File: src/rtl/i2c_tgt_pkg.sv
package i2c_tgt_pkg;
  localparam int BYTE_W = 8;
  localparam int CNT_W  = $clog2(BYTE_W + 1);

  typedef enum logic [3:0] {
    ST_IDLE,
    ST_ADDR,
    ST_AACK,
    ST_REGA,
    ST_RACKW,
    ST_WDATA,
    ST_DACK,
    ST_RDATA,
    ST_MACK,
    ST_IGNORE
  } tgt_state_e;
endpackage

File: src/rtl/i2c_line_cond.sv
module i2c_line_cond #(
  parameter int SYNC_STAGES = 2
) (
  input  logic clk,
  input  logic rst_n,
  input  logic scl_in,
  input  logic sda_in,
  output logic scl_lvl,
  output logic sda_lvl,
  output logic scl_rise,
  output logic scl_fall,
  output logic start_c,
  output logic stop_c
);
  localparam int LINES = 2;
  localparam int TOP   = SYNC_STAGES - 1;

  logic [LINES-1:0]       raw;
  logic [SYNC_STAGES-1:0] pipe [LINES];
  logic [LINES-1:0]       lvl, lvl_q;

  assign raw = {sda_in, scl_in};

  for (genvar g = 0; g < LINES; g++) begin : g_sync
    always_ff @(posedge clk or negedge rst_n) begin
      if (!rst_n) pipe[g] <= '1;
      else        pipe[g] <= {pipe[g][SYNC_STAGES-2:0], raw[g]};
    end
    assign lvl[g] = pipe[g][TOP];
  end

  always_ff @(posedge clk or negedge rst_n) begin
    if (!rst_n) lvl_q <= '1;
    else        lvl_q <= lvl;
  end

  assign scl_lvl  = lvl[0];
  assign sda_lvl  = lvl[1];
  assign scl_rise = lvl[0] & ~lvl_q[0];
  assign scl_fall = ~lvl[0] & lvl_q[0];
  assign start_c  = lvl[0] & lvl_q[0] & lvl_q[1] & ~lvl[1];
  assign stop_c   = lvl[0] & lvl_q[0] & ~lvl_q[1] & lvl[1];


  cond_exclusive_chk: assert property (@(posedge clk) disable iff (!rst_n)
    $onehot0({start_c, stop_c, scl_rise, scl_fall}));
endmodule

File: src/rtl/i2c_target_ctl.sv
module i2c_target_ctl
  import i2c_tgt_pkg::*;
#(
  parameter logic [6:0] BASE_ADDR = 7'h50,
  parameter int         STRAP_W   = 3
) (
  input  logic               clk,
  input  logic               rst_n,
  input  logic               scl_lvl,
  input  logic               sda_lvl,
  input  logic               scl_rise,
  input  logic               scl_fall,
  input  logic               start_c,
  input  logic               stop_c,
  input  logic [STRAP_W-1:0] strap,
  input  logic               busy,
  input  logic [BYTE_W-1:0]  rd_byte,
  output logic               sda_pull,
  output logic               ptr_load,
  output logic               data_wr,
  output logic [BYTE_W-1:0]  byte_q,
  output logic               rs_pulse,
  output logic               sp_pulse
);
  localparam logic [CNT_W-1:0] FULL = CNT_W'(BYTE_W);

  tgt_state_e        state_q;
  logic [CNT_W-1:0]  cnt_q;
  logic [BYTE_W-1:0] sh_q;
  logic              selected_q;
  logic              rnw_q;
  logic              mack_q;
  logic              addr_hit;

  assign addr_hit = (sh_q[BYTE_W-1:1] == {BASE_ADDR[6:STRAP_W], strap});
  assign byte_q   = sh_q;

  always_ff @(posedge clk or negedge rst_n) begin
    if (!rst_n) begin
      state_q    <= ST_IDLE;
      cnt_q      <= '0;
      sh_q       <= '0;
      selected_q <= 1'b0;
      rnw_q      <= 1'b0;
      mack_q     <= 1'b0;
      sda_pull   <= 1'b0;
      ptr_load   <= 1'b0;
      data_wr    <= 1'b0;
      rs_pulse   <= 1'b0;
      sp_pulse   <= 1'b0;
    end else begin
      ptr_load <= 1'b0;
      data_wr  <= 1'b0;
      rs_pulse <= 1'b0;
      sp_pulse <= 1'b0;
      if (stop_c) begin
        state_q    <= ST_IDLE;
        sda_pull   <= 1'b0;
        sp_pulse   <= selected_q;
        selected_q <= 1'b0;
      end else if (start_c) begin
        state_q    <= ST_ADDR;
        cnt_q      <= '0;
        sda_pull   <= 1'b0;
        rs_pulse   <= selected_q;
        selected_q <= 1'b0;
      end else begin
        case (state_q)
          ST_ADDR, ST_REGA, ST_WDATA: begin
            if (scl_rise && cnt_q < FULL) begin
              sh_q  <= {sh_q[BYTE_W-2:0], sda_lvl};
              cnt_q <= cnt_q + 1'b1;
            end else if (scl_fall && cnt_q == FULL) begin
              cnt_q <= '0;
              if (state_q == ST_ADDR) begin
                if (addr_hit && !busy) begin
                  state_q    <= ST_AACK;
                  sda_pull   <= 1'b1;
                  selected_q <= 1'b1;
                  rnw_q      <= sh_q[0];
                end else begin
                  state_q <= ST_IGNORE;
                end
              end else if (state_q == ST_REGA) begin
                state_q  <= ST_RACKW;
                sda_pull <= 1'b1;
                ptr_load <= 1'b1;
              end else begin
                state_q  <= ST_DACK;
                sda_pull <= 1'b1;
                data_wr  <= 1'b1;
              end
            end
          end
          ST_AACK, ST_RACKW, ST_DACK: begin
            if (scl_fall) begin
              cnt_q <= '0;
              if (state_q == ST_AACK && rnw_q) begin
                state_q  <= ST_RDATA;
                sh_q     <= rd_byte;
                sda_pull <= ~rd_byte[BYTE_W-1];
              end else begin
                state_q  <= (state_q == ST_AACK) ? ST_REGA : ST_WDATA;
                sda_pull <= 1'b0;
              end
            end
          end
          ST_RDATA: begin
            if (scl_rise) begin
              cnt_q <= cnt_q + 1'b1;
            end else if (scl_fall) begin
              if (cnt_q == FULL) begin
                state_q  <= ST_MACK;
                sda_pull <= 1'b0;
              end else begin
                sh_q     <= {sh_q[BYTE_W-2:0], 1'b0};
                sda_pull <= ~sh_q[BYTE_W-2];
              end
            end
          end
          ST_MACK: begin
            if (scl_rise) begin
              mack_q <= ~sda_lvl;
            end else if (scl_fall) begin
              cnt_q <= '0;
              if (mack_q) begin
                state_q  <= ST_RDATA;
                sh_q     <= rd_byte;
                sda_pull <= ~rd_byte[BYTE_W-1];
              end else begin
                state_q <= ST_IGNORE;
              end
            end
          end
          default: ;
        endcase
      end
    end
  end


  ignore_quiet_chk: assert property (@(posedge clk) disable iff (!rst_n)
    (state_q == ST_IGNORE) |-> !sda_pull);


  drive_change_scl_low_chk: assert property (@(posedge clk) disable iff (!rst_n)
    (sda_pull != $past(sda_pull) && !$past(start_c) && !$past(stop_c)) |-> !scl_lvl);


  busy_refuse_chk: assert property (@(posedge clk) disable iff (!rst_n)
    ($rose(sda_pull) && state_q == ST_AACK) |-> !$past(busy));


  bus_cond_release_chk: assert property (@(posedge clk) disable iff (!rst_n)
    ($past(start_c) || $past(stop_c)) |-> !sda_pull);
endmodule

File: src/rtl/i2c_ptr_unit.sv
module i2c_ptr_unit
  import i2c_tgt_pkg::*;
(
  input  logic              clk,
  input  logic              rst_n,
  input  logic              ptr_load,
  input  logic              data_wr,
  input  logic [BYTE_W-1:0] byte_in,
  output logic [BYTE_W-1:0] ptr_o,
  output logic              wr_valid,
  output logic [BYTE_W-1:0] wr_addr,
  output logic [BYTE_W-1:0] wr_data
);
  always_ff @(posedge clk or negedge rst_n) begin
    if (!rst_n) begin
      ptr_o    <= '0;
      wr_valid <= 1'b0;
      wr_addr  <= '0;
      wr_data  <= '0;
    end else begin
      wr_valid <= data_wr;
      if (ptr_load) ptr_o <= byte_in;
      if (data_wr) begin
        wr_addr <= ptr_o;
        wr_data <= byte_in;
      end
    end
  end


  wr_pulse_chk: assert property (@(posedge clk) disable iff (!rst_n)
    wr_valid |=> !wr_valid);


  ptr_hold_on_data_chk: assert property (@(posedge clk) disable iff (!rst_n)
    wr_valid |-> $stable(ptr_o));
endmodule

File: src/rtl/i2c_regport_target.sv
module i2c_regport_target
  import i2c_tgt_pkg::*;
#(
  parameter logic [6:0] BASE_ADDR   = 7'h50,
  parameter int         STRAP_W     = 3,
  parameter int         SYNC_STAGES = 2
) (
  input  logic               clk,
  input  logic               rst_n,
  input  logic               scl_i,
  input  logic               sda_i,
  output logic               sda_oe,
  input  logic [STRAP_W-1:0] strap,
  input  logic               busy,
  output logic               wr_valid,
  output logic [BYTE_W-1:0]  wr_addr,
  output logic [BYTE_W-1:0]  wr_data,
  output logic               stop_seen,
  output logic               rstart_seen,
  output logic [BYTE_W-1:0]  rd_addr,
  input  logic [BYTE_W-1:0]  rd_data
);
  logic scl_lvl, sda_lvl, scl_rise, scl_fall, start_c, stop_c;
  logic ptr_load, data_wr;
  logic [BYTE_W-1:0] byte_q;

  i2c_line_cond #(.SYNC_STAGES(SYNC_STAGES)) u_cond (
    .clk      (clk),
    .rst_n    (rst_n),
    .scl_in   (scl_i),
    .sda_in   (sda_i),
    .scl_lvl  (scl_lvl),
    .sda_lvl  (sda_lvl),
    .scl_rise (scl_rise),
    .scl_fall (scl_fall),
    .start_c  (start_c),
    .stop_c   (stop_c)
  );

  i2c_target_ctl #(.BASE_ADDR(BASE_ADDR), .STRAP_W(STRAP_W)) u_ctl (
    .clk      (clk),
    .rst_n    (rst_n),
    .scl_lvl  (scl_lvl),
    .sda_lvl  (sda_lvl),
    .scl_rise (scl_rise),
    .scl_fall (scl_fall),
    .start_c  (start_c),
    .stop_c   (stop_c),
    .strap    (strap),
    .busy     (busy),
    .rd_byte  (rd_data),
    .sda_pull (sda_oe),
    .ptr_load (ptr_load),
    .data_wr  (data_wr),
    .byte_q   (byte_q),
    .rs_pulse (rstart_seen),
    .sp_pulse (stop_seen)
  );

  i2c_ptr_unit u_ptr (
    .clk      (clk),
    .rst_n    (rst_n),
    .ptr_load (ptr_load),
    .data_wr  (data_wr),
    .byte_in  (byte_q),
    .ptr_o    (rd_addr),
    .wr_valid (wr_valid),
    .wr_addr  (wr_addr),
    .wr_data  (wr_data)
  );


  event_exclusive_chk: assert property (@(posedge clk) disable iff (!rst_n)
    !(stop_seen && rstart_seen));
endmodule

File: config.mk
export PLATFORM = sky130hd
export DESIGN_NAME = i2c_regport_target
export DESIGN_NICKNAME = d
export VERILOG_FILES = /design/src/rtl/i2c_tgt_pkg.sv /design/src/rtl/i2c_line_cond.sv /design/src/rtl/i2c_target_ctl.sv /design/src/rtl/i2c_ptr_unit.sv /design/src/rtl/i2c_regport_target.sv
export SDC_FILE = /design/constraint.sdc
export NUM_CORES = 1
export LEC_CHECK = 0
export ABC_CLOCK_PERIOD_IN_PS = 2300
export CAP_MARGIN = 0
export CORE_ASPECT_RATIO = 1.4
export CORE_MARGIN = 4
export CORE_UTILIZATION = 35
export CTS_CLUSTER_DIAMETER = 150
export DETAILED_ROUTE_END_ITERATION = 10
export DONT_BUFFER_PORTS = 1
export PLACE_DENSITY = 0.47
export SLEW_MARGIN = 20
export SYNTH_ARGS = -nofsm -noshare
export SYNTH_HDL_FRONTEND = slang
export SYNTH_SLANG_ARGS = --single-unit
File: constraint.sdc
create_clock -name clk -period 2.3 [get_ports clk]
set_input_delay 0.46 -clock clk [delete_from_list [all_inputs] [get_ports clk]]
set_output_delay 0.46 -clock clk [all_outputs]
set_load 0.01 [all_outputs]
==> results.py, run 1 <==
metrics = {
    "clock_network": {
        "cts_buffers": 5,
        "clk_transition_reported_paths_ns": 0.10,
        "tritoncts_clock_tree": "done",
        "htree_levels": 2,
        "clockBufferDepth": 2,
        "worstSkewPairLatency_ns": 0.31,
        "clock_sink_count": 55,
        "clk_root_buffer_cell": "sky130_fd_sc_hd__clkbuf_8",
    },
    "routing": {
        "drt_wl_total_um": 6310,
        "final_antenna_net_count": 0,
        "wl_per_cell_um": 18.6,
        "routed-via-count": 1817,
        "drt-pass1-iter-count": 4,
        "detail_route.vias_per_cell": 5.36,
        "drt_iter0_markers": 134,
        "drcViolationCount": 0,
    },
    "global_route": {
        "grt_first_pass_wirelength_um": 10100,
        "grt_pass1_vias": 1899,
        "grt_util_all_layers": 0.146,
        "gr-total-overflow": 0,
        "grt_start_max_net_pins": 56,
        "number_of_antenna_violations_at_the_first_check_in_global_routing": 0,
    },
    "synth": {
        "netlist_area_mm2": 0.00267,
        "synth_async_reset_ratio": 1.00,
        "synth_edf_count": 0,
        "ys_dominant_reg_cell": "sky130_fd_sc_hd__dfrtp_1",
        "yosys_warnings": 0,
        "synth_cell_type_count": 46,
        "synth_cells": 231,
        "yosys.area_share.xor_xnor": 0.0131,
        "synth_compound_area_frac": 0.110,
        "synth_mux_area_frac": 0.180,
        "synth_largest_area_cell": "sky130_fd_sc_hd__dfrtp_1",
        "synthDominantCellAreaShare": 0.459,
        "synthesis.area_per_instance_um2": 11.6,
        "synth_adder_area_share": 0.0131,
        "synth-seq-area-share": 0.518,
        "synth_commonest_cells": "sky130_fd_sc_hd__dfrtp_1, sky130_fd_sc_hd__mux2_2, sky130_fd_sc_hd__nand2_1",
        "yosys.cell_count.top_type": "sky130_fd_sc_hd__dfrtp_1",
        "synth_seq_cells": 55,
        "post_synth_and_or_nand_nor_area_fraction": 0.135,
        "dominant_combinational_cell_family_by_area_after_synthesis": "multiplexers",
        "leading_post_synthesis_cells_by_cell_area": "sky130_fd_sc_hd__dfrtp_1, sky130_fd_sc_hd__mux2_2, sky130_fd_sc_hd__dfstp_2",
        "net_count_of_the_mapped_netlist": 249,
    },
    "placement": {
        "place_inst": 327,
        "finalWeightedCongestion": 0.838,
        "dpl_worst_slack_ns": 0.0804,
        "port_buffers": 0,
        "dpl_cell_area_mm2": 0.00282,
        "dp_hpwl_um": 4500,
    },
    "min_path": {
        "min-delay-start": "scl_i",
        "worst_hold_path_type": "input pin to flop",
    },
    "timing": {
        "timing_worst_slew_pin_value_ns": 0.747,
        "slew-limit-headroom": 0.502,
        "maxSlewViolCount": 0,
        "finalWorstPathRequiredPeriod_ns": 2.17,
        "finalClockSkew_ns": 0.00720,
        "totalNegativeSetupSlack_ns": 0,
        "final_critical_path_setup_slack_ns": 0.133,
        "final_hold_viol_count": 0,
        "min_period_over_period": 0.942,
        "timing.hold.ws_ns": 0.131,
        "finish_stage_setup_viols": 0,
        "setup_repair_after_global_routing_missed_its_margin": "false",
        "clock.fmax_ghz": 0.462,
    },
    "cells_and_area": {
        "utilization": 0.406,
        "drive_above_1_share": 0.293,
        "antennaDiodeCount": 0,
        "nFillCells": 751,
        "post_layout_nonfiller_instances": 339,
        "area_growth_syn_to_layout_pct": 12.5,
        "register_area_mm2": 0.00138,
        "multiInputGateArea_mm2": 0.00121,
        "post-route-cell-area_mm2": 0.00301,
        "fin_nets": 259,
    },
    "setup_path": {
        "worst_ep_arrival_time_ns": 2.37,
        "worstRegToRegCells": 6,
        "setup.worst_path.class": "flop to flop",
        "start_kind": "flop",
        "setup.worst_path.end_class": "flop",
        "worst_setup_path_endpoint": "u_ctl.byte_q[3]",
        "reg2reg_to": "u_ctl.byte_q[3]",
        "crit_path_start": "u_cond.lvl_q[0]",
        "crit_fanout": 8,
        "reg2reg_from": "u_cond.lvl_q[0]",
        "rrSetupSlack_ns": 0.13,
        "required_ns": 2.50,
    },
    "floorplanning": {
        "ios": 44,
        "floorplan.die_area_mm2": 0.00912,
        "die_width_um": 81.9,
        "die_h_um": 111,
        "placeableCoreArea_mm2": 0.00741,
        "core.rowCount": 37,
        "initial_utilization": 0.361,
    },
    "power_and_ir_drop": {
        "report.power.total_mw": 3.55,
        "ir_drop_mv": 0.540,
        "leakagePower_nw": 1.34,
        "cellPowerDensity_mw_per_mm2": 1180,
    },
    "run_status": {
        "run_status": "complete, no violations",
    },
    "job": {
        "timing.max_cap.violations": 0,
    },
}
==> final cells by class <==
type,count,area share
clock buffers,6,0.0241
flip-flops and latches,55,0.460
repair buffers,15,0.0462
well taps,97,0.0403
clock inverters,2,0.0200
inverters,7,0.00873
multi-input cells,157,0.401
==> cells in the final DEF, fill, tap and decap left out, types with 2 or more instances in the layout <==
cell type and count:
sky130_fd_sc_hd__dfrtp_1 49, sky130_fd_sc_hd__mux2_2 40, sky130_fd_sc_hd__nand2_1 17, sky130_fd_sc_hd__buf_4 12
sky130_fd_sc_hd__nor2_1 11, sky130_fd_sc_hd__o21ai_0 9, sky130_fd_sc_hd__inv_1 7, sky130_fd_sc_hd__nor3_1 7
sky130_fd_sc_hd__nand3_1 7, sky130_fd_sc_hd__a21oi_1 6, sky130_fd_sc_hd__dfstp_2 6, sky130_fd_sc_hd__nor2b_1 5
sky130_fd_sc_hd__a211oi_1 5, sky130_fd_sc_hd__clkbuf_8 5, sky130_fd_sc_hd__xor2_1 4, sky130_fd_sc_hd__o31ai_1 4
sky130_fd_sc_hd__and4b_1 3, sky130_fd_sc_hd__nor4_1 3, sky130_fd_sc_hd__o21a_1 3, sky130_fd_sc_hd__mux2i_1 3
sky130_fd_sc_hd__and2_1 2, sky130_fd_sc_hd__nand3b_1 2, sky130_fd_sc_hd__nor3b_1 2, sky130_fd_sc_hd__nand4b_1 2
sky130_fd_sc_hd__or3_1 2, sky130_fd_sc_hd__ha_1 2, sky130_fd_sc_hd__bufinv_16 2
==> how the worst min path moves through the flow <==
stage / to / depth (start not counted)
after floorplan: u_ctl.byte_q[0] / 0
after global placement: u_ctl.sp_pulse / 0
after detailed placement: u_ctl.rs_pulse / 0
after CTS: u_ctl.rs_pulse / 1
after global routing: u_cond.pipe[0] / 0
final: u_cond.pipe[2] / 0
==> flip-flops by register name, summed over array words and instances (netlist names), 2 cells and up <==
| signal | flops |
|---|---|
| u_cond.pipe | 2 |
| u_ctl.byte_q | 8 |
| u_ctl.cnt_q | 4 |
| u_ptr.wr_addr | 8 |
| u_cond.lvl_q | 2 |
| u_ptr.wr_data | 8 |
| u_ptr.ptr_o | 8 |
| u_ctl.state_q | 4 |
==> cells by family (layout without fill, tap and decap cells) <==
kind of cell    after synthesis  count (layout)
compound gates               40              40
mux                          43              43
flops                        55              55
xor+xnor                      4               4
fa+ha+maj                     3               3
simple gates                 67              67
buf+inv                      19              30
==> power breakdown <==
group	internal, mW	switching (mW)	leakage, nW
Sequential	1.12	0.251	0.724
Clock	0.435	0.330	0.0654
Combinational	0.734	0.679	0.552
==> worst max-delay path, cell delays in order (launching register included) <==
cell and delay, ns:
sky130_fd_sc_hd__dfstp_2 0.56, sky130_fd_sc_hd__and2b_2 0.21, sky130_fd_sc_hd__a41oi_1 0.13, sky130_fd_sc_hd__o22a_1 0.28, sky130_fd_sc_hd__a2111oi_4 0.35, sky130_fd_sc_hd__buf_6 0.19, sky130_fd_sc_hd__mux2_2 0.34
==> repair_timing <==
action                                  CTS  global route
gates resized for setup                   0             1
buffers inserted                          0             2
endpoints found under the setup margin    0             8
hold buffers                              1             1
endpoints found under the hold margin    55             5
==> metal layers <==
metal  up-vias  global-route usage  share of wire
met5         -                   0              0
met4         0              0.0543          0.020
met3         8              0.0380          0.049
met2        42               0.249           0.53
met1       908               0.171           0.40
li1        859                   -              -
No activity file was read; power rests on OpenSTA's default activity.
==> run 2, diff against run 1 <==
- CORE_ASPECT_RATIO: 1.4 -> 0.8
==> run 2 against run 1 <==
  * The flow now finishes with violations (hold timing)
  * Count of clock-buffer cells in the layout unchanged
  * Clock skew increased by 0.0053 ns
  * Combinational power about the same
  * Non-clock buffer count decreased by 3
  * Design area decreased by 1.3%
  * Sequential share of layout area increased by 0.62 points
  * Die area decreased by 0.12%
  * Largest cell class unchanged
  * First-iteration DRC count decreased by 7.5%
==> results.py, run 2 (synthesis results as in run 1) <==
metrics = {
    "routing": {
        "drt-pass1-iter-count": 4,
        "wl_per_cell_um": 17.3,
        "drt_wl_total_um": 5940,
        "detail_route.vias_per_cell": 5.12,
        "final_antenna_net_count": 0,
        "routed-via-count": 1760,
        "drt_iter0_markers": 124,
        "drcViolationCount": 0,
    },
    "clock_network": {
        "tritoncts_clock_tree": "done",
        "postCtsHoldBufs": 1,
        "clk_transition_reported_paths_ns": 0.10,
        "clock_sink_count": 55,
        "post_cts.resized_instances": 0,
        "clk_root_buffer_cell": "sky130_fd_sc_hd__clkbuf_8",
        "clockBufferDepth": 2,
        "worstSkewPairLatency_ns": 0.31,
        "htree_levels": 2,
        "cts_buffers": 5,
        "cts_post_setup_buffers_inserted": 0,
    },
    "timing": {
        "timing.hold.ws_ns": -0.0194,
        "min_period_over_period": 0.949,
        "totalNegativeSetupSlack_ns": 0,
        "clock.fmax_ghz": 0.458,
        "finalClockSkew_ns": 0.0125,
        "final_critical_path_setup_slack_ns": 0.117,
        "timing_worst_slew_pin_value_ns": 0.710,
        "slew-limit-headroom": 0.520,
        "finish_stage_setup_viols": 0,
        "finalWorstPathRequiredPeriod_ns": 2.18,
        "final_hold_viol_count": 8,
        "setup_repair_after_global_routing_missed_its_margin": "false",
        "maxSlewViolCount": 0,
    },
    "setup_path": {
        "crit_path_start": "u_cond.lvl_q[0]",
        "worstRegToRegCells": 6,
        "worst_setup_path_endpoint": "u_ctl.byte_q[2]",
        "setup.worst_path.end_class": "flop",
        "required_ns": 2.50,
        "setup.worst_path.class": "flop to flop",
        "worst_ep_arrival_time_ns": 2.38,
        "reg2reg_from": "u_cond.lvl_q[0]",
        "reg2reg_to": "u_ctl.byte_q[2]",
        "rrSetupSlack_ns": 0.12,
        "crit_fanout": 8,
        "start_kind": "flop",
    },
    "power_and_ir_drop": {
        "ir_drop_mv": 0.395,
        "leakagePower_nw": 1.31,
        "cellPowerDensity_mw_per_mm2": 1130,
    },
    "global_route": {
        "grt_first_pass_wirelength_um": 9780,
        "gr-total-overflow": 0,
        "grt_util_all_layers": 0.138,
        "number_of_antenna_violations_at_the_first_check_in_global_routing": 0,
        "grt_pass1_vias": 1799,
        "grt_start_max_net_pins": 56,
    },
    "cells_and_area": {
        "most-common-layout-cells": "sky130_fd_sc_hd__dfrtp_1, sky130_fd_sc_hd__mux2_2, sky130_fd_sc_hd__nand2_1",
        "post-route-cell-area_mm2": 0.00297,
        "most_common_cell_after_layout_fill_and_taps_aside": "sky130_fd_sc_hd__dfrtp_1",
        "drive_above_1_share": 0.293,
        "post_layout_nonfiller_instances": 344,
        "utilization": 0.400,
        "antennaDiodeCount": 0,
        "area_growth_syn_to_layout_pct": 11.0,
        "fin_nets": 256,
    },
    "job": {
        "timing.max_cap.violations": 0,
    },
    "run_status": {
        "violations": "hold timing",
        "run_status": "finished, violations left",
    },
    "floorplanning": {
        "die_h_um": 86.2,
        "floorplan.die_area_mm2": 0.00911,
        "core.rowCount": 28,
        "initial_utilization": 0.360,
        "die_width_um": 106,
        "ios": 44,
        "placeableCoreArea_mm2": 0.00743,
    },
    "placement": {
        "place_inst": 335,
        "dpl_cell_area_mm2": 0.00284,
        "finalWeightedCongestion": 0.867,
        "dp_hpwl_um": 4290,
        "dpl_worst_slack_ns": 0.123,
        "port_buffers": 0,
    },
    "min_path": {
        "worst_hold_path_type": "input pin to async pin",
    },
}
## run 2: layout make-up
cell class              count  area [um2]
multi-input cells         157        1210
repair buffers             12         123
well taps                 105         131
clock inverters             2        16.3
clock buffers               6        82.6
flip-flops and latches     55        1380
fillers                   745        4460
inverters                   7        26.3
## run 2: routing by layer
layer | track usage | routed length, um | vias up
met5 | 0 | 0 | -
met2 | 0.182 | 2360 | 51
met4 | 0.0318 | 51 | 0
met3 | 0.0395 | 447 | 7
met1 | 0.220 | 3090 | 850
li1 | - | - | 852
## run 2: worst min-delay path by stage
stage / startpoint / end / slack (ns) / depth (start not counted)
2_1_floorplan: rst_n / u_ctl.byte_q[0] / 0.16 / 0
3_3_place_gp: rst_n / u_ctl.rs_pulse / 0.17 / 0
3_5_place_dp: rst_n / u_ctl.rs_pulse / 0.17 / 0
4_1_cts: rst_n / u_ptr.wr_data[0] / 0.005 / 1
5_1_grt: rst_n / u_ctl.rs_pulse / 0.008 / 1
6_report: rst_n / u_ctl.sp_pulse / -0.02 / 1
## run 2: worst max-delay path, cell delays in order (launching register included)
cell,delay [ns]
sky130_fd_sc_hd__dfstp_2,0.60
sky130_fd_sc_hd__and2b_2,0.23
sky130_fd_sc_hd__a41oi_1,0.12
sky130_fd_sc_hd__o22a_1,0.25
sky130_fd_sc_hd__a2111oi_4,0.31
sky130_fd_sc_hd__buf_4,0.22
sky130_fd_sc_hd__mux2_2,0.34
## run 2: per-stage QoR
stage	hold WS, ns	power, mW
global route	0.00817	3.61
detailed placement	0.167	2.77
floorplan	0.164	2.36
finish	-0.0194	3.35
CTS	0.00513	3.39
global placement	0.167	2.78
## run 2: power by group
| group | total, mW | switching [mW] | internal [mW] |
|---|---|---|---|
| Sequential | 1.36 | 0.244 | 1.12 |
| Combinational | 1.42 | 0.681 | 0.736 |
| Clock | 0.573 | 0.326 | 0.247 |
| Total | 3.35 | 1.25 | 2.10 |
==> run 3, diff against run 2 <==
- CTS_BUF_LIST: unset -> sky130_fd_sc_hd__clkbuf_16
==> run 3 against run 2 <==
  * The run now ends clean
  * Sequential share of layout area down 1.2 points
  * Flip-flop and latch count unchanged
  * Clock skew down 0.0080 ns
  * Sequential power about the same
  * Count of clock-buffer cells in the layout down 1
  * Worst hold slack better by 0.040 ns
  * Die area unchanged
  * Combinational power about the same
  * Critical endpoint unchanged
==> results.py, run 3 (synthesis results as in run 1) <==
metrics = {
    "job": {
        "timing.max_cap.violations": 0,
    },
    "placement": {
        "port_buffers": 0,
        "finalWeightedCongestion": 0.867,
        "dpl_worst_slack_ns": 0.123,
        "dp_hpwl_um": 4290,
    },
    "clock_network": {
        "cts_buffers": 5,
        "clockBufferDepth": 2,
        "clk_transition_reported_paths_ns": 0.07,
        "worstSkewPairLatency_ns": 0.28,
        "clk_root_buffer_cell": "sky130_fd_sc_hd__clkbuf_16",
        "clock_sink_count": 55,
        "postCtsHoldBufs": 1,
        "htree_levels": 2,
        "cts_post_setup_buffers_inserted": 0,
        "tritoncts_clock_tree": "done",
        "post_cts.resized_instances": 0,
    },
    "routing": {
        "routed-wl-met2_um": 2390,
        "detail_route.vias_per_cell": 5.09,
        "dr.max_layer_used": "met4",
        "drt-pass1-iter-count": 4,
        "drt_wl_total_um": 6070,
        "routed-via-count": 1766,
        "drt_iter0_markers": 97,
        "m1WireLength_um": 3220,
        "drcViolationCount": 0,
        "wl_per_cell_um": 17.5,
        "final_antenna_net_count": 0,
        "routed_length_on_met3_um": 431,
    },
    "floorplanning": {
        "placeableCoreArea_mm2": 0.00743,
        "initial_utilization": 0.360,
        "floorplan.die_area_mm2": 0.00911,
        "ios": 44,
        "die_h_um": 86.2,
        "core.rowCount": 28,
        "die_width_um": 106,
    },
    "timing": {
        "final_hold_viol_count": 0,
        "slew-limit-headroom": 0.517,
        "maxSlewViolCount": 0,
        "setup_repair_after_global_routing_missed_its_margin": "false",
        "finalWorstPathRequiredPeriod_ns": 2.18,
        "min_period_over_period": 0.949,
        "totalNegativeSetupSlack_ns": 0,
        "finalClockSkew_ns": 0.00442,
        "timing.hold.ws_ns": 0.0202,
        "final_critical_path_setup_slack_ns": 0.116,
        "clock.fmax_ghz": 0.458,
        "timing_worst_slew_pin_value_ns": 0.716,
        "finish_stage_setup_viols": 0,
    },
    "run_status": {
        "run_status": "complete, no violations",
    },
    "global_route": {
        "grt_util_all_layers": 0.139,
        "grt_start_max_net_pins": 50,
        "grt_pass1_vias": 1807,
        "gr-total-overflow": 0,
        "grt_first_pass_wirelength_um": 9900,
        "number_of_antenna_violations_at_the_first_check_in_global_routing": 0,
    },
    "cells_and_area": {
        "area_growth_syn_to_layout_pct": 13.9,
        "utilization": 0.410,
        "fin_nets": 259,
        "nFillCells": 740,
        "drive_above_1_share": 0.285,
        "antennaDiodeCount": 0,
        "most-common-layout-cells": "sky130_fd_sc_hd__dfrtp_1, sky130_fd_sc_hd__mux2_2, sky130_fd_sc_hd__nand2_1",
        "most_common_cell_after_layout_fill_and_taps_aside": "sky130_fd_sc_hd__dfrtp_1",
    },
    "setup_path": {
        "critical-path-max-stage-delay_ns": 0.59,
        "crit_fanout": 8,
        "worst_path_max_delay_cell": "sky130_fd_sc_hd__dfstp_2",
        "setup.worst_path.end_class": "flop",
        "path_cells": "and2b_2, a41oi_1, o22a_1, a2111oi_4, buf_4, mux2_2",
        "worst_ep_arrival_time_ns": 2.36,
        "setup.worst_path.class": "flop to flop",
        "start_kind": "flop",
        "required_ns": 2.47,
    },
    "power_and_ir_drop": {
        "leakagePower_nw": 1.34,
        "ir_drop_mv": 0.450,
        "cellPowerDensity_mw_per_mm2": 1160,
    },
    "min_path": {
        "worst_hold_path_type": "input pin to async pin",
    },
}
[run 3: cell count changes in the layout (fill, tap and decap cells not counted), sizes merged]
cell,delta
dlygate4sd3,+3
clkbuf,-1
clkinv,+1
[run 3: area by class of cell]
class	instances	area, um2	area share
Tap cell	105	131	0.0431
Clock buffer	5	125	0.0411
Multi-Input combinational cell	157	1210	0.396
Clock inverter	3	20.0	0.00657
Inverter	7	26.3	0.00863
Timing Repair Buffer	15	153	0.0501
Sequential cell	55	1380	0.454
[run 3: metal layers]
layer  vias up  track usage
met2        44        0.187
met4         0       0.0247
met5         -            0
li1        859            -
met3         2       0.0395
met1       861        0.221
[run 3: final timing paths]
path | slack [ns] | end | startpoint | depth (start not counted)
max | 0.12 | u_ctl.byte_q[2] | u_cond.lvl_q[0] | 6
min | 0.02 | u_ctl.rs_pulse | rst_n | 1
max reg2reg | 0.12 | u_ctl.byte_q[2] | u_cond.lvl_q[0] | 6
min reg2reg | 0.36 | u_cond.scl_lvl | u_cond.pipe[2] | 0
max in group asynchronous | 1.61 | u_cond.scl_lvl | rst_n | 1
min in group clk | 0.17 | u_cond.pipe[2] | scl_i | 0
[run 3: where the power goes]
group | switching (mW) | leakage, nW | internal (mW)
combinational | 0.679 | 0.553 | 0.739
sequential | 0.245 | 0.724 | 1.12
clock | 0.339 | 0.0674 | 0.402
total | 1.26 | 1.34 | 2.26
[run 3: metrics by stage]
stage,power [mW],instances,area [um2]
floorplan,2.36,231,2670
global placement,2.78,335,2840
detailed placement,2.77,335,2840
CTS,3.56,344,3020
global route,3.79,347,3050
finish,3.52,347,3050
[run 3: critical path: cells and delay by family (launching register included)]
family,cells,cell delay [ns]
flops,1,0.59
mux,1,0.34
simple gates,1,0.22
compound gates,3,0.69
buf+inv,1,0.22
